## config.mk

```make
export PLATFORM = sky130hd
export DESIGN_NAME = outport_pulser
export DESIGN_NICKNAME = d
export VERILOG_FILES = /design/src/rtl/outport_pkg.sv /design/src/rtl/outport_rst_sync.sv /design/src/rtl/outport_cmd_dec.sv /design/src/rtl/outport_pulse_timer.sv /design/src/rtl/outport_reg.sv /design/src/rtl/outport_pulser.sv
export SDC_FILE = /design/constraint.sdc
export NUM_CORES = 1
export LEC_CHECK = 0
export BUFFER_PORTS_ARGS = -buffer_cell sky130_fd_sc_hd__buf_2
export CELL_PAD_IN_SITES_DETAIL_PLACEMENT = 0
export CELL_PAD_IN_SITES_GLOBAL_PLACEMENT = 1
export CORE_AREA = 2 2 70 72
export CTS_CLUSTER_DIAMETER = 30
export CTS_CLUSTER_SIZE = 10
export DETAILED_ROUTE_END_ITERATION = 12
export DIE_AREA = 0 0 72 74
export GPL_ROUTABILITY_DRIVEN = 0
export PLACE_DENSITY = 0.8
export SLEW_MARGIN = 20
export SYNTH_ARGS = -nofsm -noshare
export SYNTH_HDL_FRONTEND = slang
export SYNTH_HIERARCHICAL = 1
export SYNTH_SLANG_ARGS = --single-unit
```

## constraint.sdc

```tcl
create_clock -name clk -period 1 [get_ports clk]
set_input_delay 0.05 -clock clk [delete_from_list [all_inputs] [get_ports clk]]
set_output_delay 0.05 -clock clk [all_outputs]
set_load 0.01 [all_outputs]
```

## src/rtl/outport_pkg.sv

```systemverilog
package outport_pkg;

  // Value taken by the port on reset: reset line released, A20 enabled.
  localparam logic [7:0] PORT_RESET_VAL = 8'hFF;

  // Two-state pulse timer.
  typedef enum logic {
    TMR_IDLE = 1'b0,
    TMR_RUN  = 1'b1
  } tmr_state_e;

endpackage

```

## src/rtl/outport_rst_sync.sv

```systemverilog
module outport_rst_sync (
  input  logic clk,
  input  logic rst_n,
  output logic srst_n
);

  logic [1:0] sync_q;

  always_ff @(posedge clk or negedge rst_n) begin
    if (!rst_n) begin
      sync_q <= 2'b00;
    end else begin
      sync_q <= {sync_q[0], 1'b1};
    end
  end

  assign srst_n = sync_q[1];

endmodule

```

## src/rtl/outport_cmd_dec.sv

```systemverilog
module outport_cmd_dec #(
  parameter int CMD_W      = 8,
  parameter int PULSE_BITS = 4
) (
  input  logic                  cmd_stb,
  input  logic [CMD_W-1:0]      cmd_code,
  input  logic                  busy,
  output logic                  start,
  output logic [PULSE_BITS-1:0] sel_mask
);

  localparam int HI_W = CMD_W - PULSE_BITS;

  logic [HI_W-1:0] hi_field;
  logic            is_pulse_cmd;

  always_comb begin
    hi_field     = cmd_code[CMD_W-1:PULSE_BITS];
    is_pulse_cmd = &hi_field;
    // A zero in the low field selects a bit for pulsing.
    sel_mask     = ~cmd_code[PULSE_BITS-1:0];
    start        = cmd_stb && !busy && is_pulse_cmd && (|sel_mask);
  end

endmodule

```

## src/rtl/outport_pulse_timer.sv

```systemverilog
module outport_pulse_timer
  import outport_pkg::*;
#(
  parameter int PULSE_BITS   = 4,
  parameter int PULSE_CYCLES = 1200
) (
  input  logic                  clk,
  input  logic                  srst_n,
  input  logic                  start,
  input  logic [PULSE_BITS-1:0] sel_mask,
  output logic                  busy,
  output logic [PULSE_BITS-1:0] act_mask
);

  localparam int CNT_W = (PULSE_CYCLES > 1) ? $clog2(PULSE_CYCLES) : 1;
  localparam logic [CNT_W-1:0] CNT_LOAD = CNT_W'(PULSE_CYCLES - 1);

  tmr_state_e            state_q, state_d;
  logic [CNT_W-1:0]      cnt_q, cnt_d;
  logic [PULSE_BITS-1:0] mask_q, mask_d;
  logic                  cnt_en;

  always_comb begin
    state_d = state_q;
    cnt_d   = cnt_q;
    mask_d  = mask_q;
    cnt_en  = 1'b0;
    unique case (state_q)
      TMR_IDLE: begin
        if (start) begin
          state_d = TMR_RUN;
          cnt_d   = CNT_LOAD;
          mask_d  = sel_mask;
          cnt_en  = 1'b1;
        end
      end
      TMR_RUN: begin
        cnt_en = 1'b1;
        if (cnt_q == '0) begin
          state_d = TMR_IDLE;
          mask_d  = '0;
        end else begin
          cnt_d = cnt_q - 1'b1;
        end
      end
      default: begin
        state_d = TMR_IDLE;
        mask_d  = '0;
        cnt_en  = 1'b1;
      end
    endcase
  end

  always_ff @(posedge clk or negedge srst_n) begin
    if (!srst_n) begin
      state_q <= TMR_IDLE;
      cnt_q   <= '0;
      mask_q  <= '0;
    end else if (cnt_en) begin
      state_q <= state_d;
      cnt_q   <= cnt_d;
      mask_q  <= mask_d;
    end
  end

  assign busy     = (state_q == TMR_RUN);
  assign act_mask = mask_q;

endmodule

```

## src/rtl/outport_reg.sv

```systemverilog
module outport_reg
  import outport_pkg::*;
#(
  parameter int PORT_W     = 8,
  parameter int PULSE_BITS = 4
) (
  input  logic                  clk,
  input  logic                  srst_n,
  input  logic                  wr_stb,
  input  logic [PORT_W-1:0]     wr_data,
  input  logic                  rd_stb,
  input  logic                  busy,
  input  logic [PULSE_BITS-1:0] act_mask,
  output logic [PORT_W-1:0]     port_out,
  output logic [PORT_W-1:0]     rd_data
);

  logic [PORT_W-1:0] port_q, port_d;
  logic [PORT_W-1:0] rd_q, rd_d;
  logic [PORT_W-1:0] drive;
  logic              port_en;
  logic              rd_en;

  // Writes are dropped while a pulse is running.
  always_comb begin
    port_en = wr_stb && !busy;
    port_d  = wr_data;
    rd_en   = rd_stb;
    rd_d    = drive;
  end

  always_ff @(posedge clk or negedge srst_n) begin
    if (!srst_n) begin
      port_q <= PORT_RESET_VAL[PORT_W-1:0];
    end else if (port_en) begin
      port_q <= port_d;
    end
  end

  always_ff @(posedge clk or negedge srst_n) begin
    if (!srst_n) begin
      rd_q <= '0;
    end else if (rd_en) begin
      rd_q <= rd_d;
    end
  end

  // Only the low PULSE_BITS lines can be forced low.
  for (genvar i = 0; i < PORT_W; i++) begin : g_drive
    if (i < PULSE_BITS) begin : g_pulsed
      assign drive[i] = port_q[i] & ~(busy & act_mask[i]);
    end else begin : g_plain
      assign drive[i] = port_q[i];
    end
  end

  assign port_out = drive;
  assign rd_data  = rd_q;

endmodule

```

## src/rtl/outport_pulser.sv

```systemverilog
module outport_pulser #(
  parameter int PORT_W       = 8,
  parameter int PULSE_BITS   = 4,
  parameter int PULSE_CYCLES = 1200
) (
  input  logic              clk,
  input  logic              rst_n,
  input  logic              wr_stb,
  input  logic [PORT_W-1:0] wr_data,
  input  logic              rd_stb,
  output logic [PORT_W-1:0] rd_data,
  input  logic              cmd_stb,
  input  logic [PORT_W-1:0] cmd_code,
  output logic [PORT_W-1:0] port_out,
  output logic              busy
);

  logic                  srst_n;
  logic                  start;
  logic [PULSE_BITS-1:0] sel_mask;
  logic [PULSE_BITS-1:0] act_mask;
  logic                  busy_w;

  outport_rst_sync u_rst_sync (
    .clk    (clk),
    .rst_n  (rst_n),
    .srst_n (srst_n)
  );

  outport_cmd_dec #(
    .CMD_W      (PORT_W),
    .PULSE_BITS (PULSE_BITS)
  ) u_cmd_dec (
    .cmd_stb  (cmd_stb),
    .cmd_code (cmd_code),
    .busy     (busy_w),
    .start    (start),
    .sel_mask (sel_mask)
  );

  outport_pulse_timer #(
    .PULSE_BITS   (PULSE_BITS),
    .PULSE_CYCLES (PULSE_CYCLES)
  ) u_timer (
    .clk      (clk),
    .srst_n   (srst_n),
    .start    (start),
    .sel_mask (sel_mask),
    .busy     (busy_w),
    .act_mask (act_mask)
  );

  outport_reg #(
    .PORT_W     (PORT_W),
    .PULSE_BITS (PULSE_BITS)
  ) u_reg (
    .clk      (clk),
    .srst_n   (srst_n),
    .wr_stb   (wr_stb),
    .wr_data  (wr_data),
    .rd_stb   (rd_stb),
    .busy     (busy_w),
    .act_mask (act_mask),
    .port_out (port_out),
    .rd_data  (rd_data)
  );

  assign busy = busy_w;

endmodule

```

==> flow_summary_export.csv <==
group,metric,value,unit
sta,fin_crit,1876,ps
outcome,violations,"setup timing",
hold_path,min_path_type,"input port to flop",
yosys,syn_nets,160,
routing,wl_per_cell,15.45,um
place,dp_slack,-903.6,ps
routing,dr.pass1.iters,4,
sta,finalSetupViolations,33,
routing,drt-total-wl,4294,um
yosys,synth_cell_types,40,
layout,drive_above_1_share,65.63,%
sta,whs,15.39,ps
floorplan,pin_count,38,
place,io_buffers,37,
yosys,synth_seq_cells,34,
yosys,syn_inst,138,
clock_network,clk_pin_slew_worst_paths,80,ps
yosys,seq_area_frac_synth,53.33,%
critical_path,r2r_slack,-880,ps
routing,dr_wl_met2,2080,um
yosys,avgSynthCellArea,11.70,um2
sta,post-route-period-util,187.6,%
global_routing,track_usage,17.66,%
floorplan,core,0.004598,mm2
global_routing,grt_pass1_vias,1453,
critical_path,criticalPathCategory,"flop to flop",
floorplan,die-area,0.005328,mm2
clock_network,clockBufferDepth,2,
layout,nets,245,
critical_path,slowest_stage,"or3b_4",
critical_path,cpPeakStageDelay,400,ps
global_routing,grt_overflow,0,
critical_path,critical-path-top-delay-family,"simple AND/OR/NAND/NOR gates",
sta,finalSetupTns,-16670,ps
critical_path,cp_cell_sequence,"inv_2, ha_4, or3b_4, buf_4, nor3_4, mux2_2, o22ai_1",
critical_path,worstPathArrival,2090,ps
routing,viasPerCell,5.068,
yosys,syn_area,0.001614,mm2
global_routing,grt_max_degree,33,
routing,met3_length,190,um
global_routing,grt_first_pass_wirelength,7058,um
place,place_inst,251,
critical_path,worstPathRequired,1210,ps
critical_path,worstPathMaxFanout,5,
power,power,7.192,mW
clock_network,cts_root_buf,"clkbuf_8",
layout,syn_to_final_growth,64.11,%
power,p_leak,1.237,nW
global_routing,antenna_found_initial,0,
routing,drc,0,
clock_network,clkLatencyLatePin,290,ps
job,max_cap_violations,0,
routing,routed.top_layer,"met4",
critical_path,crit_buf_inv,2,
layout,layout.cells.non_filler,278,
clock_network,cts.sinks,34,
layout,num_antenna_cells,0,
floorplan,die_x,72,um
layout,n_fill_cell,357,
yosys,ys_warn_count,6,
routing,drtIter0Drc,74,
outcome,status,"finished, violations left",
critical_path,end_kind,"flop",
clock_network,cts_tree,"built",
routing,vias,1409,
critical_path,startpoint_type,"flop",
sta,layout_setup_ws,-876.5,ps
power,ir_worst_vdd,1620,uV
sta,rsz0062_at_grt,"yes",
layout,final_cell_mix,"buf_4, buf_2, dfrtp_1, buf_6, nand2_1",
routing,wl_met1,1908,um
sta,finalMaxSlewViolations,0,
sta,fin_skew,7.111,ps
sta,fmax,532.9,MHz
routing,ant_nets,0,
floorplan,die_y,74,um
place,dp_hpwl,2690,um
floorplan,start_util,35.10,%
power,powerDensity,2715,mW/mm2
layout,layout_commonest_cell,"buf_4",
floorplan,rows,25,
clock_network,cts_inserted_buffers,5,
sta,hold_viol,0,
clock_network,cts.htree.levels,2,
==> state kept, by name (all words and copies together), names as in the netlist <==
register,count
u_timer/cnt_q,11
u_reg/port_q,8
u_reg/rd_data,8
u_timer/act_mask,4
u_rst_sync/sync_q,2
u_timer/busy,1
==> tightest hold or removal path: stages <==
cell and delay (ps):
buf_2 100, inv_1 40, nand2_1 40, nand2_1 40
==> layer usage <==
layer  track usage (%)  vias up
li1                  -      658
met1             23.47      703
met2             26.95       37
met3             3.388       11
met4             10.69        0
met5                 0        -
==> metrics by stage <==
step                util, %  area (um2)
floorplan                 -        1633
global placement      44.95        2067
detailed placement    44.95        2067
CTS                   55.29        2542
global route          57.61        2649
finish                57.61        2649
==> cells by family after synthesis <==
group | share of synthesized area (%)
mux | 14.42
flops | 53.33
other cells | 0.2323
buf+inv | 6.202
compound gates | 10.31
simple gates | 14.73
fa+ha+maj | 0.7751
==> what timing repair did <==
item | CTS | global route
gates cloned | 1 | 0
hold buffers | 9 | 0
endpoints found under the setup margin | 37 | 37
buffers inserted | 7 | 3
endpoints found under the hold margin | 10 | 0
pin swaps | 17 | 3
resized for setup | 37 | 20
==> cell type report <==
cell class	instances	area (um2)	share of cell area, %
clock buffer	5	68.82	2.598
clock inverter	3	68.82	2.598
inverter	8	30.03	1.134
multi-input combinational	86	857.1	32.36
sequential	34	863.3	32.59
tap	54	67.56	2.551
timing repair buffer	88	693.2	26.17
==> cells in the mapped netlist, drive strengths merged <==
library cell / instances / area, um2
nand2: 14 / 55.06
o31ai: 2 / 15.01
o21a: 1 / 7.510
o221ai: 1 / 8.760
nor2: 6 / 22.52
o41ai: 3 / 26.28
or3b: 2 / 17.52
dfrtp: 26 / 650.6
a311oi: 1 / 8.760
nor4: 2 / 12.51
nor2b: 2 / 12.51
nor3: 2 / 10.01
nand3: 5 / 25.02
dfstp: 8 / 210.2
ha: 1 / 12.51
mux2: 18 / 232.7
conb: 1 / 3.750
or4: 3 / 26.27
buf: 8 / 62.56
a21boi: 4 / 30.03
inv: 8 / 30.03
and4bb: 1 / 12.51
o211ai: 1 / 7.510
o22ai: 1 / 6.260
or3: 3 / 18.77
a22o: 1 / 8.760
o21bai: 2 / 15.01
a21oi: 1 / 5.000
o311ai: 2 / 17.52
clkbuf: 2 / 7.510
o21ai: 2 / 10.01
or2: 2 / 12.51
nand4: 2 / 12.51
==> path summary, 6_finish.rpt <==
check	start	end	depth (start not counted)
worst max register to register	u_timer/cnt_q[0]$_DFFE_PN0P_	u_timer/cnt_q[8]$_DFFE_PN0P_	7
worst min register to register	u_rst_sync/sync_q[1]$_DFF_PN0_	u_timer/cnt_q[2]$_DFFE_PN0P_	1
worst min-delay path	cmd_code[2]	u_timer/act_mask[2]$_DFFE_PN0P_	4
max in group asynchronous	u_rst_sync/sync_q[1]$_DFF_PN0_	u_reg/port_q[6]$_DFFE_PN1P_	1
min in group asynchronous	rst_n	u_rst_sync/sync_q[1]$_DFF_PN0_	2
worst max-delay path	u_timer/cnt_q[0]$_DFFE_PN0P_	u_timer/cnt_q[8]$_DFFE_PN0P_	7
==> power by group <==
group	leakage (nW)	switching, mW	internal (mW)
combinational	0.774	1.34	1.95
sequential	0.394	0.358	2.01
clock	0.0683	0.533	0.999
(Power assumes the default switching activity.)
